## config.mk

```make
export PLATFORM = sky130hd
export DESIGN_NAME = gated_ring_tdc
export DESIGN_NICKNAME = d
export VERILOG_FILES = /design/src/rtl/gated_ring_tdc.sv
export SDC_FILE = /design/constraint.sdc
export NUM_CORES = 1
export LEC_CHECK = 0
export ABC_AREA = 1
export ABC_CLOCK_PERIOD_IN_PS = 8100
export CAP_MARGIN = 15
export CORE_MARGIN = 10
export CORE_UTILIZATION = 55
export DETAILED_ROUTE_END_ITERATION = 8
export PLACE_DENSITY = 0.87
export SKIP_CTS_REPAIR_TIMING = 1
export SYNTH_ARGS = -nofsm -noshare
export SYNTH_HDL_FRONTEND = slang
export SYNTH_SLANG_ARGS = --single-unit
```

## constraint.sdc

```tcl
create_clock -name clk_i -period 8.1 [get_ports clk_i]
set_clock_uncertainty 0.1 [all_clocks]
set_input_delay 1.62 -clock clk_i [delete_from_list [all_inputs] [get_ports clk_i]]
set_output_delay 1.62 -clock clk_i [all_outputs]
set_load 0.01 [all_outputs]
```

## src/rtl/gated_ring_tdc.sv

```systemverilog
module gated_ring_tdc #(
  parameter int SIGNAL_STAGES = 16,
  parameter int OFFSET_STAGES = 5,
  localparam int STAGES = SIGNAL_STAGES + OFFSET_STAGES,
  localparam int CW = $clog2(STAGES + 2)
) (
  input  logic              clk_i,
  input  logic              rst_i,
  input  logic              gate_i,
  input  logic              strobe_i,
  output logic [STAGES-1:0] therm_o,
  output logic [CW-1:0]     ones_o,
  output logic              sat_o,
  output logic              valid_o
);

  localparam logic [CW-1:0] TICK_LIMIT = CW'(STAGES + 1);
  localparam logic [CW-1:0] FULL_SCALE = CW'(STAGES);

  logic [STAGES-1:0] ring_q, snap_a_q, snap_b_q;
  logic [CW-1:0]     ticks_q, ticks_hold_q;
  logic              cap_q, primed_q;

  function automatic logic [CW-1:0] popcount(input logic [STAGES-1:0] v);
    logic [CW-1:0] n;
    n = '0;
    for (int i = 0; i < STAGES; i++) n = n + CW'(v[i]);
    return n;
  endfunction

  wire [STAGES-1:0] diff_w = snap_a_q ^ snap_b_q;
  wire              over_w = ticks_hold_q > FULL_SCALE;

  always_ff @(posedge clk_i) begin
    if (rst_i) begin
      ring_q       <= '0;
      snap_a_q     <= '0;
      snap_b_q     <= '0;
      ticks_q      <= '0;
      ticks_hold_q <= '0;
      cap_q        <= 1'b0;
      primed_q     <= 1'b0;
      therm_o      <= '0;
      ones_o       <= '0;
      sat_o        <= 1'b0;
      valid_o      <= 1'b0;
    end else begin
      if (gate_i) ring_q <= {ring_q[STAGES-2:0], ~ring_q[STAGES-1]};

      cap_q   <= strobe_i;
      valid_o <= cap_q && primed_q;

      if (strobe_i) begin
        snap_a_q     <= ring_q;
        ticks_hold_q <= ticks_q;
        ticks_q      <= gate_i ? CW'(1) : '0;
      end else if (gate_i && ticks_q != TICK_LIMIT) begin
        ticks_q <= ticks_q + CW'(1);
      end

      if (cap_q) begin
        snap_b_q <= snap_a_q;
        primed_q <= 1'b1;
        if (primed_q) begin
          therm_o <= diff_w;
          ones_o  <= over_w ? FULL_SCALE : popcount(diff_w);
          sat_o   <= over_w;
        end
      end
    end
  end

  assert_ring_one_step_R2: assert property (@(posedge clk_i) disable iff (rst_i)
    $countones(ring_q ^ $past(ring_q)) <= 1);

  assert_ring_hold_R2: assert property (@(posedge clk_i) disable iff (rst_i)
    !gate_i |=> $stable(ring_q));

  assert_valid_latency_R3: assert property (@(posedge clk_i) disable iff (rst_i)
    valid_o |-> $past(strobe_i, 2));

  assert_valid_pulse_R3: assert property (@(posedge clk_i) disable iff (rst_i)
    valid_o |=> !valid_o);

  assert_strobe_spacing_R3: assert property (@(posedge clk_i) disable iff (rst_i)
    strobe_i |=> !strobe_i);

  assert_ones_range_R7: assert property (@(posedge clk_i) disable iff (rst_i)
    ones_o <= FULL_SCALE);

  assert_sat_clamp_R8: assert property (@(posedge clk_i) disable iff (rst_i)
    sat_o |-> ones_o == FULL_SCALE);

  assert_output_hold_R9: assert property (@(posedge clk_i) disable iff (rst_i)
    !valid_o |-> ($stable(therm_o) && $stable(ones_o) && $stable(sat_o)));

endmodule

```

==> results by group <==
Final layout
  – NumNets Final: roughly 530
  – Layout area overhead: 12.46%
  – Non-Filler Instances: 606
  – Number of antenna diodes: 0
  – Layout cells sized above 1: under 10%

Synthesis
  – Sequential area share after synthesis: roughly half
  – Mapped Cells: 482
  – Synth top cells by count: nor2_1 (107), dfxtp_1 (102), o21ai_0 (45), inv_1 (39), o21ai_1 (32)
  – Synth area leaders: dfxtp_1 (48%), nor2_1 (9.5%), fa_1 (7.1%), o21ai_0 (5.3%), o21ai_1 (3.8%)
  – Count leader, synth: nor2_1
  – Mapped Area: around 0.0042 sq mm
  – Area leader, netlist: dfxtp_1
  – Ys async rst share: 0%
  – Synth warnings: 0
  – Top_reg_cell synth: dfxtp_1
  – Synth cell types: 29
  – Top cell type's share of synthesized area: about half
  – Post-synth EDFFs: 0
  – Synth Net Count: between 500 and 600
  – #FFs+latches synth: between 100 and 150
  – Syn_area_per_cell: approximately 8.8 sq um

Floorplan
  – DIE WIDTH: roughly 110 um
  – Num ports: 32
  – DIE AREA: ~0.012 sq mm
  – Core Rows: 31
  – Initial Utilization: roughly 58%
  – Core ar.: roughly 0.0074 sq mm
  – Die height: approximately 110 um

Clock network
  – CTS H-tree lvls: 3
  – # clock sinks: about 100
  – Clock latency on the worst-skew pair: about 0.37 ns
  – Clk buf depth: 2
  – CTS Root Cell: clkbuf_8
  – Total CTS buffers: 9
  – Reg clk slew, reported paths: about 0.090 ns
  – CTS tree: yes

Global routing
  – GR met2 Demand/Resource: between 20% and 30%
  – GRT Resource Usage Total: roughly 15%
  – Met3 usage: about 2.8%
  – Antenna violations before repair: 0
  – Number of global-route vias before repair: between 3000 and 4000
  – Largest net degree at the start of global routing: 67
  – Grt total ovfl: 0
  – Global-route wire length before repair: around 14000 um
  – Met1 Resource Use GR: approximately 18%
  – Most used routing layer: met2

Timing
  – Fin Setup TNS: 0 ns
  – Period utilisation layout: a little under three fifths
  – Final Slew Violations: 0
  – Worst slew margin: about two fifths
  – Final Hold Fails: 0
  – Setup violators final: 0
  – Final min period: ~4.5 ns
  – Slew @ Worst Pin: 0.9031 ns
  – Fmax: 219.8 MHz
  – RSZ-0062 raised after global routing: false

Run
  – Max_cap viols: 0

Routing
  – Drt total wl: 8731 um
  – WL/cell: around 14 um
  – DR vias: between 3000 and 4000
  – DRC viols: 0
  – Initial drt markers: slightly below 200
  – DRT antenna net count: 0
  – TritonRoute pass-1 iters: 5
  – Via density: between 5 and 6

Hold path
  – Origin of the worst min-delay path: ring_q[20]$_SDFFE_PP0P_
  – Worst Hold End: ring_q[0]$_SDFFE_PP0P_
  – Hold Crit Class: flip-flop to flip-flop
  – Worst Hold Depth: 1

Pwr
  – Leakage: 2.110 nW
  – VDD IR max: approximately 0.15 mV
  – Pwr dens: about 240 mW/mm^2

Setup path
  – Flop2flop setup slack: 3.55 ns
  – Critical Path Start Type: flip-flop
  – CP max FO: 3
  – CP arrival: approximately 4.7 ns
  – Worst r2r dst: ones_o[2]$_SDFFE_PP0P_
  – R2R depth: 14
  – Critical path type: flip-flop to flip-flop
  – R2R Path Start: snap_a_q[7]$_SDFFE_PP0P_
  – CP required: 8.27 ns
  – Critical Path Sink Type: flip-flop

Place
  – GP Congestion: about 0.86
  – Number of port buffers: 31
  – Placed Instances: 589
  – DP HPWL: about 5900 um

Outcome
  – Run status: complete, no violations
worst max-delay path by stage:
stage / start / slack (ns) / cells past startpoint / to
after floorplan: snap_b_q[7]$_SDFFE_PP0P_ / 3.73 / 14 / ones_o[2]$_SDFFE_PP0P_
after global placement: snap_b_q[7]$_SDFFE_PP0P_ / 3.65 / 14 / ones_o[2]$_SDFFE_PP0P_
after detailed placement: snap_a_q[7]$_SDFFE_PP0P_ / 3.57 / 14 / ones_o[2]$_SDFFE_PP0P_
after CTS: snap_a_q[7]$_SDFFE_PP0P_ / 3.55 / 14 / ones_o[2]$_SDFFE_PP0P_
after global routing: snap_a_q[7]$_SDFFE_PP0P_ / 3.38 / 14 / ones_o[2]$_SDFFE_PP0P_
final: snap_a_q[7]$_SDFFE_PP0P_ / 3.55 / 14 / ones_o[2]$_SDFFE_PP0P_
cells in the final DEF, fill, tap and decap left out, drive strengths merged, types with 11 or more instances in the layout:
cell and n:
nand2 26, nor2 109, inv 43, a21oi 25, dfxtp 102, a22o 17
xnor2 12, clkdlybuf4s50 31, clkbuf 11, fa 15, o21ai 77
sequential cells by signal, indices dropped and copies added, names as in the netlist:
register,cells
snap_a_q,21
ring_q,21
therm_o,21
sat_o,1
ticks_hold_q,4
cap_q,1
snap_b_q,21
ticks_q,5
primed_q,1
valid_o,1
ones_o,5
power breakdown:
part / total (mW) / internal, mW / switching [mW]
Combinational: 0.265 / 0.110 / 0.155
Clock: 0.351 / 0.183 / 0.168
Sequential: 0.542 / 0.525 / 0.0169
critical path, stage by stage, from the launching register on:
cell     delay, ns
dfxtp_1       0.34
xnor2_1       0.22
inv_1         0.10
fa_1          0.48
inv_1         0.05
fa_1          0.48
fa_1          0.51
inv_1         0.05
fa_1          0.52
fa_1          0.43
fa_1          0.44
fa_1          0.42
xor2_1        0.15
o21ai_1       0.12
inv_1         0.04
through the flow:
| stage | utilization (%) | power [mW] | worst slack [ns] | hold slack, ns | instance area [sq um] |
|---|---|---|---|---|---|
| 2_1_floorplan | - | 0.7531 | 3.733 | 0.3093 | 4248 |
| 3_3_place_gp | 61.58 | 0.7933 | 3.650 | 0.3234 | 4538 |
| 3_5_place_dp | 61.58 | 0.8141 | 3.573 | 0.3300 | 4538 |
| 4_1_cts | 64.62 | 1.160 | 3.555 | 0.3425 | 4762 |
| 5_1_grt | 64.82 | 1.216 | 3.383 | 0.3660 | 4777 |
| 6_report | 64.82 | 1.158 | 3.551 | 0.3380 | 4777 |
area by class of cell:
| cell class | count | area (sq um) |
|---|---|---|
| Timing Repair Buffer | 33 | 332.8 |
| Inverter | 44 | 167.7 |
| Fill cell | 566 | 2592 |
| Clock buffer | 11 | 141.4 |
| Sequential cell | 102 | 2042 |
| Clock inverter | 5 | 82.58 |
| Tap cell | 99 | 123.9 |
| Multi-Input combinational cell | 312 | 1887 |
routing by layer:
layer | vias to the layer above | part of all wire, %
met3 | 11 | 5.0
met5 | - | 0
met1 | 1566 | 44
met4 | 0 | 1.6
met2 | 78 | 49
li1 | 1592 | -
cells by family after synthesis:
kind of cell / synth area share (%)
buffers and inverters: 7.511
DFF: 48.07
and+or+nand+nor: 13.81
AOI/OAI and AO/OA: 16.64
xor gates and xnor gates: 4.536
adders and majority gates: 9.426
(Power assumes the default switching activity.)
